[src/rtl/scan_timing_pkg.sv]
package scan_timing_pkg;
    localparam int unsigned RATIO_MUL = 11;
    localparam int unsigned RATIO_DIV = 7;
    localparam int unsigned FRAC_W    = 3;
    localparam int unsigned YFIELD_W  = 10;
    localparam int unsigned VRANGE_W  = 2 * YFIELD_W;
    localparam int unsigned VIS_W     = YFIELD_W + 1;

    typedef enum logic [0:0] {
        ST_IDLE = 1'b0,
        ST_SCAN = 1'b1
    } scan_state_e;
endpackage

[src/rtl/scan_ratio_conv.sv]
module scan_ratio_conv
    import scan_timing_pkg::*;
#(
    parameter int unsigned CYC_W = 16,
    parameter int unsigned ACC_W = 19
) (
    input  logic [CYC_W-1:0]  cycles,
    input  logic [FRAC_W-1:0] frac_in,
    output logic [ACC_W-1:0]  ticks_add,
    output logic [FRAC_W-1:0] frac_out
);
    localparam int unsigned PROD_W = CYC_W + $clog2(RATIO_MUL) + 1;

    logic [PROD_W-1:0] scaled;
    logic [PROD_W-1:0] quot;
    logic [PROD_W-1:0] rem;

    always_comb begin
        scaled    = PROD_W'(cycles) * PROD_W'(RATIO_MUL) + PROD_W'(frac_in);
        quot      = scaled / PROD_W'(RATIO_DIV);
        rem       = scaled % PROD_W'(RATIO_DIV);
        ticks_add = ACC_W'(quot);
        frac_out  = FRAC_W'(rem);
    end
endmodule

[src/rtl/scan_std_sel.sv]
module scan_std_sel #(
    parameter int unsigned TICK_W     = 12,
    parameter int unsigned LINE_W     = 9,
    parameter int unsigned NTSC_LEN   = 3413,
    parameter int unsigned NTSC_LINES = 263,
    parameter int unsigned PAL_LEN    = 3406,
    parameter int unsigned PAL_LINES  = 314
) (
    input  logic              std_pal,
    output logic [TICK_W-1:0] line_len,
    output logic [LINE_W:0]   frame_lines
);
    always_comb begin
        if (std_pal) begin
            line_len    = TICK_W'(PAL_LEN);
            frame_lines = (LINE_W+1)'(PAL_LINES);
        end else begin
            line_len    = TICK_W'(NTSC_LEN);
            frame_lines = (LINE_W+1)'(NTSC_LINES);
        end
    end
endmodule

[src/rtl/scan_vrange_reg.sv]
module scan_vrange_reg
    import scan_timing_pkg::*;
#(
    parameter logic [VRANGE_W-1:0] VRANGE_RST = 20'h3FC10
) (
    input  logic                clk,
    input  logic                rst_n,
    input  logic                wr_en,
    input  logic [VRANGE_W-1:0] wr_data,
    output logic [VIS_W-1:0]    vis_lines
);
    logic [VRANGE_W-1:0] range_q;
    logic [YFIELD_W-1:0] first_ln;
    logic [YFIELD_W-1:0] last_ln;

    always_ff @(posedge clk) begin
        if (!rst_n)     range_q <= VRANGE_RST;
        else if (wr_en) range_q <= wr_data;
    end

    always_comb begin
        first_ln  = range_q[YFIELD_W-1:0];
        last_ln   = range_q[VRANGE_W-1:YFIELD_W];
        vis_lines = {1'b0, last_ln} - {1'b0, first_ln} + VIS_W'(1);
    end
endmodule

[src/rtl/scan_timing_gen.sv]
module scan_timing_gen
    import scan_timing_pkg::*;
#(
    parameter int unsigned CYC_W      = 16,
    parameter int unsigned TICK_W     = 12,
    parameter int unsigned LINE_W     = 9,
    parameter int unsigned NTSC_LEN   = 3413,
    parameter int unsigned NTSC_LINES = 263,
    parameter int unsigned PAL_LEN    = 3406,
    parameter int unsigned PAL_LINES  = 314,
    parameter logic [19:0] VRANGE_RST = 20'h3FC10,
    localparam int unsigned ACC_W     = ((CYC_W > TICK_W) ? CYC_W : TICK_W) + 3
) (
    input  logic              clk,
    input  logic              rst_n,
    input  logic              step_valid,
    input  logic [CYC_W-1:0]  step_cycles,
    input  logic              std_pal,
    input  logic              vmode_480,
    input  logic              vrange_we,
    input  logic [31:0]       vrange_wdata,
    output logic              busy,
    output logic [ACC_W-1:0]  tick_pos,
    output logic [LINE_W-1:0] line_num,
    output logic [2:0]        frac_rem,
    output logic              vblank,
    output logic              vblank_start,
    output logic              frame_end,
    output logic              even_line
);
    scan_state_e state_q, state_d;

    logic [ACC_W-1:0]  ticks_add;
    logic [FRAC_W-1:0] frac_next;
    logic [TICK_W-1:0] line_len;
    logic [LINE_W:0]   frame_lines;
    logic [VIS_W-1:0]  vis_lines;
    logic [LINE_W:0]   line_inc;
    logic              need_adv;
    logic              wraps;
    logic              vb_next;
    logic              unused_hi_bits;

    assign unused_hi_bits = ^vrange_wdata[31:VRANGE_W];

    scan_ratio_conv #(.CYC_W(CYC_W), .ACC_W(ACC_W)) u_conv (
        .cycles    (step_cycles),
        .frac_in   (frac_rem),
        .ticks_add (ticks_add),
        .frac_out  (frac_next)
    );

    scan_std_sel #(
        .TICK_W(TICK_W), .LINE_W(LINE_W),
        .NTSC_LEN(NTSC_LEN), .NTSC_LINES(NTSC_LINES),
        .PAL_LEN(PAL_LEN), .PAL_LINES(PAL_LINES)
    ) u_std (
        .std_pal     (std_pal),
        .line_len    (line_len),
        .frame_lines (frame_lines)
    );

    scan_vrange_reg #(.VRANGE_RST(VRANGE_RST)) u_vrange (
        .clk       (clk),
        .rst_n     (rst_n),
        .wr_en     (vrange_we),
        .wr_data   (vrange_wdata[VRANGE_W-1:0]),
        .vis_lines (vis_lines)
    );

    always_comb begin
        line_inc = {1'b0, line_num} + (LINE_W+1)'(1);
        need_adv = tick_pos >= ACC_W'(line_len);
        wraps    = 32'(line_inc) >= 32'(frame_lines);
        vb_next  = 32'(line_inc) >= 32'(vis_lines);
        busy     = (state_q == ST_SCAN);
    end

    // Transitions: IDLE->SCAN on an accepted step; SCAN->IDLE once the position fits a line.
    always_comb begin
        state_d = state_q;
        unique case (state_q)
            ST_IDLE: if (step_valid) state_d = ST_SCAN;
            ST_SCAN: if (!need_adv)  state_d = ST_IDLE;
            default: state_d = ST_IDLE;
        endcase
    end

    always_ff @(posedge clk) begin
        if (!rst_n) state_q <= ST_IDLE;
        else        state_q <= state_d;
    end

    always_ff @(posedge clk) begin
        if (!rst_n) begin
            tick_pos     <= '0;
            line_num     <= '0;
            frac_rem     <= '0;
            vblank       <= 1'b0;
            vblank_start <= 1'b0;
            frame_end    <= 1'b0;
            even_line    <= 1'b0;
        end else begin
            vblank_start <= 1'b0;
            frame_end    <= 1'b0;
            unique case (state_q)
                ST_IDLE: begin
                    if (step_valid) begin
                        tick_pos <= tick_pos + ticks_add;
                        frac_rem <= frac_next;
                    end
                end
                ST_SCAN: begin
                    if (need_adv) begin
                        tick_pos     <= tick_pos - ACC_W'(line_len);
                        vblank       <= vb_next;
                        vblank_start <= vb_next & ~vblank;
                        if (wraps) begin
                            line_num  <= '0;
                            frame_end <= 1'b1;
                            even_line <= vmode_480 ? ~even_line : 1'b0;
                        end else begin
                            line_num  <= line_inc[LINE_W-1:0];
                            even_line <= vmode_480 ? even_line : line_inc[0];
                        end
                    end
                end
                default: ;
            endcase
        end
    end
endmodule

[config.mk]
export PLATFORM = sky130hd
export DESIGN_NAME = scan_timing_gen
export DESIGN_NICKNAME = d
export VERILOG_FILES = /design/src/rtl/scan_timing_pkg.sv /design/src/rtl/scan_ratio_conv.sv /design/src/rtl/scan_std_sel.sv /design/src/rtl/scan_vrange_reg.sv /design/src/rtl/scan_timing_gen.sv
export SDC_FILE = /design/constraint.sdc
export NUM_CORES = 1
export LEC_CHECK = 0
export BUFFER_PORTS_ARGS = -buffer_cell sky130_fd_sc_hd__buf_4
export CAP_MARGIN = 40
export CELL_PAD_IN_SITES_DETAIL_PLACEMENT = 0
export CELL_PAD_IN_SITES_GLOBAL_PLACEMENT = 1
export CORE_UTILIZATION = 46
export CTS_CLUSTER_DIAMETER = 50
export DETAILED_ROUTE_END_ITERATION = 10
export HOLD_SLACK_MARGIN = 0.15
export PLACE_DENSITY = 0.87
export SLEW_MARGIN = 10
export SYNTH_ARGS = -nofsm -noshare
export SYNTH_HDL_FRONTEND = slang
export SYNTH_SLANG_ARGS = --single-unit
export TNS_END_PERCENT = 100
[constraint.sdc]
create_clock -name clk -period 20.9 [get_ports clk]
set_clock_uncertainty 0.15 [all_clocks]
set_input_delay 4.18 -clock clk [delete_from_list [all_inputs] [get_ports clk]]
set_output_delay 4.18 -clock clk [all_outputs]
set_load 0.01 [all_outputs]
## Word-level counts from Yosys, hierarchy flattened

Index checks and enable logic that the tools add are counted.

| word-level totals | value |
|---|---|
| bits in registers | 56 |
| latch bits | 0 |
| memory bits (writable) | 0 |
| bits in read-only memories | 0 |
| logic and storage cells | 46 |
| memories | 0 |

| cells by class | value |
|---|---|
| $add $sub $neg | 6 |
| multiply operators | 1 |
| divide/modulo/power cells | 2 |
| magnitude comparators | 3 |
| equality and inequality tests | 3 |
| shifts and indexed selects | 0 |
| multiplexer cells | 13 |
| bitwise gates (word level) | 4 |
| reduce and logical (&&, ||, !) cells | 5 |

Operators by type and width:

| cell | number |
|---|---|
| $mux 19 | 2 |
| $pmux 19 s2 | 1 |
| $add 20x3->21 | 1 |
| $div 21x3->21 const B | 1 |
| $mod 21x3->21 const B | 1 |
| $mul 16x4->20 const B | 1 |
| $add 19x19->19 | 1 |
| $ge 19x12->1 | 1 |
| $sub 19x12->19 | 1 |
| $add 11x1->11 const B | 1 |
| $ge 10x11->1 | 1 |
| $sub 10x10->11 | 1 |
| $add 9x1->10 const B | 1 |
| $ge 10x10->1 | 1 |
| $mux 9 | 1 |
| $mux 1 | 6 |
| $mux 6 | 1 |
| $reduce_and 2->1 | 3 |
| $reduce_and 3->1 | 2 |
| $mux 5 | 1 |
| $ne 2x1->1 const B | 2 |
| $not 1->1 | 3 |
| $ne 2x2->1 const B | 1 |
| $pmux 1 s2 | 1 |
| $and 1x1->1 | 1 |

## Logic depth before layout (Yosys ltp)

| logic depth | value |
|---|---|
| word-level depth | 6 |
| gate-level depth with buffers | 61 |
| gate-level depth less buffers | 57 |

## Modules after synthesis

From an unflattened synthesis, not the netlist that was laid out.

| unflattened totals | value |
|---|---|
| cell total of the unflattened synthesis | 1240 |
| area total of the unflattened synthesis | 9577.9 um2 |

Modules (own cells, without submodules):

| module | times used | cells an instance | area each (um2) | seq. area each (um2) |
|---|---|---|---|---|
| scan_ratio_conv | 1 | 597 | 4439.3 | 0.0 |
| scan_timing_gen | 1 | 483 | 3707.3 | 720.7 |
| scan_vrange_reg | 1 | 136 | 1262.5 | 400.4 |
| scan_std_sel | 1 | 24 | 168.9 | 0.0 |

## Least setup slack after synthesis

OpenSTA, ideal clock, no wires.

| timing path | value |
|---|---|
| path type | input-to-reg |
| start point | input step_cycles[11] |
| end point | register tick_pos[18] |
| setup time | 0.115 ns |
| arrival | 15.615 ns |
| setup slack | 5.021 ns |
| stages on the path | 59 |
| path buffers | 2 |
| path through | ha_1 > inv_1 > fa_1 > inv_1 > ha_1 > ha_1 > buf_4 > a21oi_2 > o21ai_2 > a311o_1 > or3_4 > and2_1 > and4_4 > a211o_1 > xnor2_2 > a211o_1 > a2111oi_2 > or2_2 > (+23 left out) > nor2b_1 > o21ai_0 > nand2b_1 > a21o_1 > a21oi_1 > o21bai_1 > a21oi_1 > o21bai_1 > a21oi_1 > o21bai_1 > a21oi_1 > o21bai_1 > a21oi_1 > nor2b_1 > o21ai_0 > a221oi_1 > xor2_1 > and2_1 |

| between the ends | value |
|---|---|
| longest elaborated chain between the ends | 6 |

Ends and longest elaborated chain:

| item | line | RTL |
|---|---|---|
| from (decl) | scan_timing_gen.sv:17 | `input logic [CYC_W-1:0] step_cycles,` |
| $mul 16x4->20 | scan_ratio_conv.sv:19 | `scaled = PROD_W'(cycles) * PROD_W'(RATIO_MUL) + PROD_W'(frac_in);` |
| $add 20x3->21 | scan_ratio_conv.sv:19 |  |
| $div 21x3->21 | scan_ratio_conv.sv:20 | `quot = scaled / PROD_W'(RATIO_DIV);` |
| $add 19x19->19 | scan_timing_gen.sv:109 | `tick_pos <= tick_pos + ticks_add;` |
| $mux 19 | scan_timing_gen.sv:108 | `if (step_valid) begin` |
| $pmux 19 s2 | scan_timing_gen.sv:106 | `unique case (state_q)` |
| to (signal assigned) | scan_timing_gen.sv:109 |  |
| to (signal assigned) | scan_timing_gen.sv:115 | `tick_pos <= tick_pos - ACC_W'(line_len);` |
| to (decl) | scan_timing_gen.sv:23 | `output logic [ACC_W-1:0] tick_pos,` |

No other way between the ends. The select of a mux whose other input is x is not followed.
A chain may end at the register's enable or synchronous reset.

## Final worst setup path

| timing path | value |
|---|---|
| start point | input step_cycles[12] |
| end point | register tick_pos[18] |

The elaborated chain is that of the path after synthesis.

==> results.md <==
* Hold Path Sink: u_vrange.range_q[12]
* Synth-to-Final Area Change at 10.3%
* I/O pin count at 90
* Asr flop ratio synth at 0
* Yosys reg bits at 56
* R2r setup slk at between 7 and 8 ns
* Clk Latency, worst-skew pair at 0.29 ns
* Setup repair bufs after CTS at 0
* DIE AREA at just under 20000 um^2
* CTS sink count at 56
* Nets at 1341
* Status: finished clean
* CTS buffer count at 5
* Slowest stage delay, CP at between 0.6 and 0.7 ns
* Routed via count at 8519
* FMAX at about 0.057 GHz
* Total grt overflow at 0
* Antenna violations before repair at 0
* Post-synth top area share at 0.161
* TritonCTS clock tree: built
* Starting Density at 0.471
* WP buf/inv at 3
* Die X at about 140 um
* Count leader, synth: ha_1
* Cts repair resizes at 0
* Clock slew seen by the registers of the worst setup and hold paths at 0.07 ns
* DRC errors left at 0
* Synth warnings at 0
* Unique masters post-synth at approximately 110
* Worst Setup End Kind: flip-flop
* Setup Crit Path Kind: primary input to flip-flop
* First-pass GRT wire length at 36.7 mm
* Ranking of synthesized cells by area: ha_1, dfxtp_1, a21oi_1
* CP arrival at roughly 18 ns
* Slew @ Worst Pin at between 0.9 and 1 ns
* Worst reg2reg endpoint: tick_pos[18]
* Gp weighted congestion at between 0.8 and 0.9
* Slew Viols, Final at 0
* Setup repair after global routing missed its margin: no
* # fillers at ~1800
* Port bufs at a little under 80
* Max cap viols at 0
* TNS Setup at 0 ns
* Worst reg2reg startpoint: frac_rem[2]
* Rows at 50
* Sequential fraction of the synthesis area at 0.126
* Detailed-router iteration count before antenna repair at 5
* H-tree depth at 2
* Routed WL at 21.5 mm
* # hold bufs at CTS at 0
* Global Route Usage Sum at 0.218
* Largest net degree at the start of global routing at 53
* Cell mode on critical path: a21oi_1
* Fin crit share at 0.845
* CP Max Fanout at 12
* Synth cell count leaders: ha_1, nand2_1, a21oi_1
* Avg Cell Area, Syn at 8.02 um^2
* Post-synth EDFFs at 0
* Routed len/inst at roughly 15 um
* Syn nets at ~1300
* Critical Path RT at 20.94 ns
* Vias per std cell at ~6.0
* Area of the multi-input gates at 7330 um^2
* Seq. cell area at approximately 1100 um^2
* HPWL Detailed at around 17 mm
* Diode count at 0
* Top FF cell, synth: dfxtp_1
* Hold Path Origin: u_vrange.range_q[12]
* Worst Reg-to-Reg Cells at 53
* Number of global-route vias before repair at between 7000 and 8000
* HP Class: flip-flop to flip-flop
* Worst Hold Depth at 2
* Root Buffer: clkbuf_16
* Final number of setup-violating endpoints at 0
* Slowest-stage cell, CP: a2111oi_2
* Clock Tree Buf Depth at 2
* Core area at 18800 um^2
* Post-DRT Antenna Nets at 0
* Minimum clock period at 17.66 ns
* Startpoint types: primary input
* Synth Instances at roughly 1100
* Overall die height at approximately 140 um
* Synthesized cell area at 8870 um^2
* Layout cells sized above 1 at 0.145
* Area leader, netlist: ha_1
* CP delay by family, top: compound AO/OA/AOI/OAI gates
* Hold Fails Final Rpt at 0
* Slew Limit Headroom at 0.367
* Number of DRC markers in iteration 0 at around 520
per-stage QoR:
step	setup slack [ns]	cell area (um^2)	hold WS (ns)	utilization	std cells
2_1_floorplan	5.02	8870	0.296	-	1105
3_3_place_gp	2.95	9610	0.311	0.510	1405
3_5_place_dp	2.99	9640	0.320	0.512	1409
4_1_cts	3.27	9780	0.337	0.519	1417
5_1_grt	2.13	9780	0.359	0.519	1417
6_report	3.24	9780	0.332	0.519	1417
worst register-to-register path, delay by kind of cell, from the launching register on:
| kind | cells | cell delay [ns] |
|---|---|---|
| flops | 1 | 0.46 |
| fa+ha+maj | 5 | 1.89 |
| simple gates | 19 | 3.92 |
| xor+xnor | 1 | 0.16 |
| compound gates | 28 | 7.00 |
layout make-up:
type | count | area share
Clock buffer | 7 | 0.0136
Clock inverter | 1 | 0.000895
Sequential cell | 56 | 0.115
Inverter | 56 | 0.0215
Multi-Input combinational cell | 950 | 0.749
Timing Repair Buffer | 87 | 0.0668
Tap cell | 260 | 0.0333
registers in the layout (all words and copies together), names as in the netlist:
signal,count
frac_rem,3
busy,1
vblank_start,1
line_num,9
tick_pos,19
vblank,1
even_line,1
frame_end,1
u_vrange.range_q,20
cell families after synthesis:
logic type / share of synthesized area
and+or+nand+nor: 0.200
muxes: 0.0332
xor gates and xnor gates: 0.0601
adders and majority gates: 0.200
DFF: 0.126
buffers and inverters: 0.0470
AOI/OAI and AO/OA: 0.333
how the worst max path moves through the flow:
stage,from,to,slack [ns],cells past startpoint
after floorplan,step_cycles[11],tick_pos[18],5.02,59
after global placement,step_cycles[4],tick_pos[18],2.95,56
after detailed placement,step_cycles[4],tick_pos[18],2.99,56
after CTS,step_cycles[12],tick_pos[18],3.27,58
after global routing,step_cycles[12],tick_pos[18],2.13,58
final,step_cycles[12],tick_pos[18],3.24,58
cells in the final DEF (no fill, tap or decap), types with 13 or more instances in the layout:
master,count
nor2_1,52
nand4_1,14
xor2_1,19
xnor2_1,40
dfxtp_1,56
nor2b_1,28
o211ai_1,18
mux2i_1,22
o22ai_1,14
inv_1,56
a21o_1,15
buf_4,87
fa_1,17
nand2_1,93
nand2b_1,19
nor3_1,23
o21bai_1,15
and2_1,14
a211oi_1,13
o31ai_1,13
a31oi_1,13
a21oi_1,73
nand3_1,30
ha_1,114
o21ai_0,65
routing by layer:
metal / wire [um] / up-vias / share of wire / global-route usage
met2: 10200 / 211 / 0.48 / 0.374
met1: 10200 / 3990 / 0.48 / 0.300
li1: - / 4299 / - / -
met5: 0 / - / 0 / 0
met4: 219 / 0 / 0.010 / 0.0406
met3: 838 / 19 / 0.039 / 0.0143
Power is left out: the tool's default activity adds up to more than one toggle a clock period on the data nets, which glitch-free logic cannot reach.
